`src/rtl/lps_pkg.sv`:
```
package lps_pkg;

    typedef enum logic [2:0] {
        ST_RUN    = 3'd0,
        ST_HALT   = 3'd1,
        ST_FLUSH  = 3'd2,
        ST_STPGNT = 3'd3,
        ST_SLEEP  = 3'd4
    } lps_state_e;

    typedef struct packed {
        lps_state_e st;
        logic       from_halt;
        logic       halt_cyc;
        logic       stpgnt_cyc;
    } lps_fsm_t;

    function automatic logic is_hold_state(input lps_state_e s);
        return (s == ST_FLUSH) || (s == ST_STPGNT) || (s == ST_SLEEP);
    endfunction

endpackage

```
`src/rtl/lps_fsm.sv`:
```
module lps_fsm
    import lps_pkg::*;
(
    input  logic       clk,
    input  logic       rst_n,
    input  logic       halt_done_i,
    input  logic       stopclk_req_i,
    input  logic       sleep_req_i,
    input  logic       flush_req_i,
    input  logic       flush_done_i,
    input  logic       wake_any_i,
    input  logic       pend_any_i,
    output lps_state_e st_o,
    output logic       halt_cyc_o,
    output logic       stpgnt_cyc_o,
    output logic       flush_busy_o,
    output logic       release_o
);

    lps_fsm_t q, d;
    logic     rel;

    always_comb begin
        d            = q;
        d.halt_cyc   = 1'b0;
        d.stpgnt_cyc = 1'b0;
        rel          = 1'b0;
        case (q.st)
            ST_RUN: begin
                if (stopclk_req_i) begin
                    d.st         = ST_STPGNT;
                    d.stpgnt_cyc = 1'b1;
                    d.from_halt  = 1'b0;
                end else if (halt_done_i) begin
                    d.st       = ST_HALT;
                    d.halt_cyc = 1'b1;
                end
            end
            ST_HALT: begin
                if (wake_any_i) begin
                    d.st = ST_RUN;
                end else if (flush_req_i) begin
                    d.st = ST_FLUSH;
                end else if (stopclk_req_i) begin
                    d.st         = ST_STPGNT;
                    d.stpgnt_cyc = 1'b1;
                    d.from_halt  = 1'b1;
                end
            end
            ST_FLUSH: begin
                if (flush_done_i) begin
                    rel  = 1'b1;
                    d.st = pend_any_i ? ST_RUN : ST_HALT;
                end
            end
            ST_STPGNT: begin
                if (!stopclk_req_i) begin
                    rel         = 1'b1;
                    d.st        = (pend_any_i || !q.from_halt) ? ST_RUN : ST_HALT;
                    d.from_halt = 1'b0;
                end else if (sleep_req_i) begin
                    d.st = ST_SLEEP;
                end
            end
            ST_SLEEP: begin
                if (!sleep_req_i) begin
                    d.st = ST_STPGNT;
                end
            end
            default: begin
                d.st = ST_RUN;
            end
        endcase
    end

    always_ff @(posedge clk or negedge rst_n) begin
        if (!rst_n) begin
            q <= '{st: ST_RUN, from_halt: 1'b0, halt_cyc: 1'b0, stpgnt_cyc: 1'b0};
        end else begin
            q <= d;
        end
    end

    assign st_o         = q.st;
    assign halt_cyc_o   = q.halt_cyc;
    assign stpgnt_cyc_o = q.stpgnt_cyc;
    assign flush_busy_o = (q.st == ST_FLUSH);
    assign release_o    = rel;

endmodule

```
`src/rtl/lps_wake.sv`:
```
module lps_wake
    import lps_pkg::*;
#(
    parameter int unsigned WAKE_N = 5
) (
    input  logic              clk,
    input  logic              rst_n,
    input  lps_state_e        st_i,
    input  logic              release_i,
    input  logic [WAKE_N-1:0] wake_i,
    output logic [WAKE_N-1:0] wake_o,
    output logic              wake_any_o,
    output logic              pend_any_o
);

    typedef struct packed {
        logic [WAKE_N-1:0] pend;
        logic [WAKE_N-1:0] wake;
    } wake_reg_t;

    wake_reg_t         q, d;
    logic [WAKE_N-1:0] merged;

    assign merged = q.pend | wake_i;

    always_comb begin
        d      = q;
        d.wake = '0;
        if (release_i) begin
            d.wake = merged;
            d.pend = '0;
        end else if (is_hold_state(st_i)) begin
            d.pend = merged;
        end else begin
            d.wake = wake_i;
        end
    end

    always_ff @(posedge clk or negedge rst_n) begin
        if (!rst_n) begin
            q <= '0;
        end else begin
            q <= d;
        end
    end

    assign wake_o     = q.wake;
    assign wake_any_o = |wake_i;
    assign pend_any_o = |merged;

endmodule

```
`src/rtl/lps_gate.sv`:
```
module lps_gate
    import lps_pkg::*;
(
    input  lps_state_e st_i,
    input  logic       clkstop_en_i,
    output logic       core_clk_en_o,
    output logic       uncore_clk_en_o,
    output logic       snoop_clk_en_o
);

    logic granted;

    always_comb begin
        granted         = (st_i == ST_STPGNT) || (st_i == ST_SLEEP);
        core_clk_en_o   = (st_i == ST_RUN) || (st_i == ST_FLUSH);
        uncore_clk_en_o = !(granted && clkstop_en_i);
        snoop_clk_en_o  = !((st_i == ST_SLEEP) && clkstop_en_i);
    end

endmodule

```
`src/rtl/lps_ctrl.sv`:
```
module lps_ctrl
    import lps_pkg::*;
#(
    parameter int unsigned WAKE_N = 5
) (
    input  logic              clk,
    input  logic              rst_n,
    input  logic              halt_done_i,
    input  logic              stopclk_req_i,
    input  logic              sleep_req_i,
    input  logic              deep_sleep_req_i,
    input  logic              flush_req_i,
    input  logic              flush_done_i,
    input  logic              clkstop_en_i,
    input  logic [WAKE_N-1:0] wake_i,
    output logic [2:0]        state_o,
    output logic              halt_cyc_o,
    output logic              stpgnt_cyc_o,
    output logic              flush_busy_o,
    output logic [WAKE_N-1:0] wake_o,
    output logic              core_clk_en_o,
    output logic              uncore_clk_en_o,
    output logic              snoop_clk_en_o
);

    lps_state_e st;
    logic       rel;
    logic       wake_any;
    logic       pend_any;
    logic       unused_deep_sleep;

    // Deep sleep does not exist in this controller; the request is dropped.
    assign unused_deep_sleep = deep_sleep_req_i;

    lps_fsm u_fsm (
        .clk          (clk),
        .rst_n        (rst_n),
        .halt_done_i  (halt_done_i),
        .stopclk_req_i(stopclk_req_i),
        .sleep_req_i  (sleep_req_i),
        .flush_req_i  (flush_req_i),
        .flush_done_i (flush_done_i),
        .wake_any_i   (wake_any),
        .pend_any_i   (pend_any),
        .st_o         (st),
        .halt_cyc_o   (halt_cyc_o),
        .stpgnt_cyc_o (stpgnt_cyc_o),
        .flush_busy_o (flush_busy_o),
        .release_o    (rel)
    );

    lps_wake #(.WAKE_N(WAKE_N)) u_wake (
        .clk       (clk),
        .rst_n     (rst_n),
        .st_i      (st),
        .release_i (rel),
        .wake_i    (wake_i),
        .wake_o    (wake_o),
        .wake_any_o(wake_any),
        .pend_any_o(pend_any)
    );

    lps_gate u_gate (
        .st_i           (st),
        .clkstop_en_i   (clkstop_en_i),
        .core_clk_en_o  (core_clk_en_o),
        .uncore_clk_en_o(uncore_clk_en_o),
        .snoop_clk_en_o (snoop_clk_en_o)
    );

    assign state_o = st;

endmodule

```
`config.mk`:
```
export PLATFORM = sky130hd
export DESIGN_NAME = lps_ctrl
export DESIGN_NICKNAME = d
export VERILOG_FILES = /design/src/rtl/lps_pkg.sv /design/src/rtl/lps_fsm.sv /design/src/rtl/lps_wake.sv /design/src/rtl/lps_gate.sv /design/src/rtl/lps_ctrl.sv
export SDC_FILE = /design/constraint.sdc
export NUM_CORES = 1
export LEC_CHECK = 0
export ABC_AREA = 1
export BUFFER_PORTS_ARGS = -buffer_cell sky130_fd_sc_hd__buf_2
export CORE_UTILIZATION = 45
export DETAILED_ROUTE_END_ITERATION = 16
export GPL_ROUTABILITY_DRIVEN = 1
export PLACE_DENSITY_LB_ADDON = 0.12
export SYNTH_ARGS = -nofsm -noshare
export SYNTH_HDL_FRONTEND = slang
export SYNTH_SLANG_ARGS = --single-unit
```
`constraint.sdc`:
```
create_clock -name clk -period 1.2 [get_ports clk]
set_input_delay 0.24 -clock clk [delete_from_list [all_inputs] [get_ports clk]]
set_output_delay 0.24 -clock clk [all_outputs]
set_load 0.01 [all_outputs]
```
==> summary.txt, run 1 <==
Reg clk slew, reported paths -> 0.09 ns
pwr/cell area -> 2130 nW/um2
final setup fails -> 22
minimum clock period -> 1.51 ns
Post-Syn Nets -> 151
global-route wire length before repair -> 3800 um
drt drc -> 0
HP Class -> primary input to flop
Critical Path Source Type -> flop
Final Max Slew Viols -> 0
Die Y -> 48.6 um
Setup crit end kind -> output pin
Netlist cell types -> 19
period utilization -> 1.26
HPWL Detailed -> 1630 um
initial core utilization -> 0.488
#FFs+latches synth -> 16
peak supply drop -> 1.36 mV
Top FF cell, synth -> dfrtp_1
Nets -> 201
Crit Path Category -> flop to output pin
CP max stage delay -> 0.47 ns
CP Data Required Time -> 0.96 ns
cell area after synthesis -> 976 um2
Core Box Area -> 2000 um2
die area -> 2360 um2
met3 usage -> 0.0314
share of layout cells above drive strength 1 -> 0.476
share of synthesized flip-flops with an asynchronous set or reset -> 1.00
Post-Route WL -> 2460 um
# port buffers -> 26
CP max-delay cell -> dfrtp_2
Gate Count Post-Synth -> 137
CTS root buf -> clkbuf_4
H-tree Lvls -> 1
Max Clock Freq -> 663 MHz
vias -> 1018
maxcap violations -> 0
critical path cell sequence -> nand2_2 > nor2_4 > buf_6 > o21ai_1 > buf_2
Placed Instance Area -> 1200 um2
gr busiest metal -> met2
number of flops mapped to enable cells by yosys -> 0
clk buf depth -> 2
pin count of the biggest net entering global routing -> 17
mean number of vias per cell -> 4.80
leak pwr -> 0.000788 uW
Synth area leader -> dfrtp_1
number of antenna violations at the first check in global routing -> 0
total grt overflow -> 0
Clock Latency Late Sink -> 0.29 ns
Critical Path AT -> 1.27 ns
GR Util met2 -> 0.397
unrepaired setup endpoints after global routing -> true
Slew headroom -> 0.744
top post-synthesis cells by area -> dfrtp_1 (41%), nand2_1 (17%), nor2_1 (7.3%)
sequential share of the synthesized area -> 0.410
outcome -> complete, but fails checks
failing checks -> negative setup slack
final instance area -> 1420 um2
diodes inserted -> 0
syn avg cell area -> 7.12 um2
Final Skew -> 0.00158 ns
TritonCTS Sinks -> 16
Tightest Pin Transition -> 0.383 ns
Initial DRC Count -> 17
setup ws final -> -0.308 ns
CTS tree -> yes
most common cell after layout, fill and taps aside -> nand2_1
most frequent cells in the layout -> nand2_1 (39), buf_2 (24), buf_4 (20)
met1 Track Usage GR -> 0.217
top-area cell type share of the netlist area -> 0.410
hold slack -> 0.207 ns
global placement routability congestion -> 0.852
Layout area overhead -> 45.6%
routed len/inst -> 11.6 um
Tot GR Track Use -> 0.215
num rows -> 16
DR pass1 iterations -> 4
Inserted Clock Buffers -> 3
io pins -> 28
Ys Warns -> 0
Worst Path Max Fanout -> 5
vias in the first global route -> 954
total power -> 3030 uW
Detail Route Antenna Nets -> 0
Die W -> 48.6 um
Hold Fails Final Rpt -> 0
cells by family after synthesis:
group,count (synthesis),share of synthesized area
buf+inv,27,0.153
flops,16,0.410
simple gates,84,0.364
compound gates,10,0.0731
path summary, 6_finish.rpt:
path	start	end	slack (ns)	cells past startpoint
max	u_fsm.st_o[0]	uncore_clk_en_o	-0.31	5
min	wake_i[4]	u_wake.wake_o[4]	0.21	3
max reg2reg	u_fsm.st_o[0]	u_fsm.st_o[0]	-0.25	11
min reg2reg	u_wake.q[7]	u_wake.q[7]	0.50	2
max in group asynchronous	rst_n	u_fsm.st_o[0]	0.51	2
min in group asynchronous	rst_n	u_wake.wake_o[1]	0.39	2
critical path, delay by kind of cell (launching register included):
| family | cells | cell delay, ns |
|---|---|---|
| DFF | 1 | 0.47 |
| and+or+nand+nor | 2 | 0.16 |
| buffers and inverters | 2 | 0.25 |
| AOI/OAI and AO/OA | 1 | 0.11 |
synth_stat cells, types with 2 or more instances:
cell type / n
inv_2: 2
nor2_2: 3
buf_4: 8
nor2_1: 19
a21oi_2: 5
o21ai_0: 3
buf_6: 2
nand2_2: 2
nand2_1: 45
dfrtp_1: 16
nand3_1: 11
inv_1: 14
stage by stage:
step                      utilization  setup WS (ns)  setup TNS (ns)  std cells
after global placement          0.601         -0.141           -1.56        199
after detailed placement        0.601         -0.150           -1.61        199
final                           0.710         -0.308           -3.55        212
after floorplan                     -        -0.0244          -0.122        137
after CTS                       0.675         -0.297           -2.55        209
after global routing            0.710         -0.365           -5.06        212
power by group:
part	switching (uW)	leakage, uW	internal (uW)
sequential	148	0.000198	761
clock	166	0.0000138	117
combinational	950	0.000576	889
total	1260	0.000788	1770
sequential cells by signal, summed over array words and instances (netlist names):
register / count
u_fsm.stpgnt_cyc_o: 1
u_wake.q: 5
u_fsm.q: 1
u_fsm.st_o: 3
u_wake.wake_o: 5
u_fsm.halt_cyc_o: 1
cell type report:
cell class	count	area, um2
clock buffer	3	22.5
fill	169	581
inverter	17	73.8
multi-input combinational	94	499
sequential	16	404
tap	27	33.8
timing repair buffer	54	382
timing repair inverter	1	6.26
layer usage:
layer,vias to the layer above,part of all wire
li1,516,-
met2,31,0.55
met5,-,0
met3,7,0.041
met1,464,0.38
met4,0,0.028
timing repair:
action,CTS,global route
pin swaps,4,5
cloned,1,0
hold buffers,1,0
setup endpoints to repair,19,22
hold endpoints to repair,16,0
setup buffers,5,4
gates resized for setup,25,14
(Power assumes the default switching activity.)
==> run 2: changes to the inputs <==
--- a/config.mk
+++ b/config.mk
@@ -10,2 +10,3 @@
 export CORE_UTILIZATION = 45
+export CTS_CLUSTER_SIZE = 40
 export DETAILED_ROUTE_END_ITERATION = 16
--- a/constraint.sdc
+++ b/constraint.sdc
@@ -3,2 +3,2 @@
 set_output_delay 0.24 -clock clk [all_outputs]
-set_load 0.01 [all_outputs]
+set_load 0.1 [all_outputs]
==> run 2 against run 1 <==
The run still ends with negative setup slack left; clock skew rose by 0.0049 ns; highest routed layer unchanged; clock-buffer cell count grew 1; core utilization is 15 points higher; wire length rose by 38%.
==> summary.txt, run 2 (same netlist as run 1, synthesis figures left out) <==
outcome -> complete, but fails checks
failing checks -> negative setup slack
total grt overflow -> 0
num rows -> 16
Hold Fails Final Rpt -> 0
Initial DRC Count -> 83
clk buf depth -> 2
Post-Route WL -> 3400 um
H-tree Lvls -> 1
pin count of the biggest net entering global routing -> 17
Inserted Clock Buffers -> 3
DR pass1 iterations -> 5
HP Class -> primary input to flop
mean number of vias per cell -> 5.48
die area -> 2360 um2
diodes inserted -> 0
global-route wire length before repair -> 4420 um
io pins -> 28
Setup crit end kind -> output pin
CP max stage delay -> 0.50 ns
Nets -> 206
Die Y -> 48.6 um
Critical Path Source Type -> flop
Max Clock Freq -> 615 MHz
Final Max Slew Viols -> 0
share of layout cells above drive strength 1 -> 0.571
Layout area overhead -> 77.1%
TritonCTS Sinks -> 16
vias in the first global route -> 1046
setup ws final -> -0.427 ns
routed len/inst -> 15.6 um
drt drc -> 0
Reg clk slew, reported paths -> 0.09 ns
Core Box Area -> 2000 um2
CTS tree -> yes
HPWL Detailed -> 1800 um
most common cell after layout, fill and taps aside -> nand2_1
vias -> 1194
minimum clock period -> 1.63 ns
# port buffers -> 26
peak supply drop -> 2.41 mV
maxcap violations -> 0
leak pwr -> 0.000869 uW
global placement routability congestion -> 0.804
Die W -> 48.6 um
Tot GR Track Use -> 0.239
Critical Path AT -> 1.39 ns
final instance area -> 1730 um2
Crit Path Category -> flop to output pin
CP Data Required Time -> 0.96 ns
number of antenna violations at the first check in global routing -> 0
Tightest Pin Transition -> 0.365 ns
CTS root buf -> clkbuf_4
Placed Instance Area -> 1460 um2
Slew headroom -> 0.756
final setup fails -> 23
cell family with most CP delay -> flip-flops
post-layout util -> 0.863
Final Skew -> 0.00646 ns
CP max-delay cell -> dfrtp_2
initial core utilization -> 0.488
Worst Path Max Fanout -> 6
Detail Route Antenna Nets -> 0
Clock Latency Late Sink -> 0.28 ns
critical path cell sequence -> nor2_4 > nand2_2 > buf_6 > clkinvlp_4 > buf_12
pwr/cell area -> 3020 nW/um2
period utilization -> 1.36
most frequent cells in the layout -> nand2_1 (30), buf_4 (23), nand2_2 (15)
Worst Path Buf+Inv -> 3
unrepaired setup endpoints after global routing -> true
==> run 2: cell count changes in the layout (fill, tap and decap cells not counted), sizes merged <==
cell,before,now
inv,18,16
clkinvlp,0,1
clkbuf,3,4
o21a,1,2
buf,53,57
clkinv,0,1
==> run 2: final cells by class <==
type                            instances  area [um2]
Multi-Input combinational cell         95         564
Fill cell                             105         274
Tap cell                               27        33.8
Inverter                               17        82.6
Timing Repair inverter                  1        8.76
Sequential cell                        16         404
Clock buffer                            4        26.3
Timing Repair Buffer                   58         608
==> run 2: timing repair <==
action,in CTS,in global routing
buffers inserted,10,5
resized for setup,19,33
setup endpoints to repair,22,23
endpoints found under the hold margin,16,0
pin swaps,7,17
gates cloned,0,2
hold buffers,1,0
==> run 2: path summary, 6_finish.rpt <==
| check | slack (ns) | end | start | cells past startpoint |
|---|---|---|---|---|
| max | -0.43 | flush_busy_o | u_fsm.st_o[2] | 5 |
| min | 0.21 | u_wake.wake_o[3] | wake_i[3] | 3 |
| max reg2reg | -0.38 | u_fsm.st_o[0] | u_fsm.st_o[1] | 10 |
| min reg2reg | 0.49 | u_wake.q[9] | u_wake.q[9] | 2 |
| max in group asynchronous | 0.52 | u_fsm.st_o[0] | rst_n | 2 |
| min in group asynchronous | 0.39 | u_fsm.stpgnt_cyc_o | rst_n | 2 |
==> run 2: power by group <==
| group | total (uW) | internal, uW | switching (uW) |
|---|---|---|---|
| registers | 987 | 765 | 223 |
| clock network | 292 | 129 | 163 |
| logic | 3940 | 1520 | 2420 |
==> run 2: stage by stage <==
stage / worst slack, ns / TNS, ns / total power [uW] / std cells / hold slack [ns]
2_1_floorplan: -0.209 / -1.44 / 3110 / 137 / -0.0556
3_5_place_dp: -0.198 / -2.51 / 4220 / 203 / 0.167
3_3_place_gp: -0.159 / -1.99 / 4160 / 203 / 0.158
4_1_cts: -0.382 / -5.23 / 4810 / 217 / 0.214
6_report: -0.427 / -5.49 / 5220 / 218 / 0.210
5_1_grt: -0.494 / -6.80 / 5430 / 218 / 0.210
==> run 2: metal layers <==
metal | vias up | GRT usage | part of all wire
met4 | 0 | 0.0686 | 0.050
met5 | - | 0 | 0
met3 | 25 | 0.0440 | 0.11
met2 | 97 | 0.394 | 0.47
met1 | 548 | 0.321 | 0.38
li1 | 524 | - | -
==> run 2: worst min-delay path, stage by stage <==
cell and delay (ns):
buf_2 0.12, nand2_2 0.06, a21oi_2 0.04
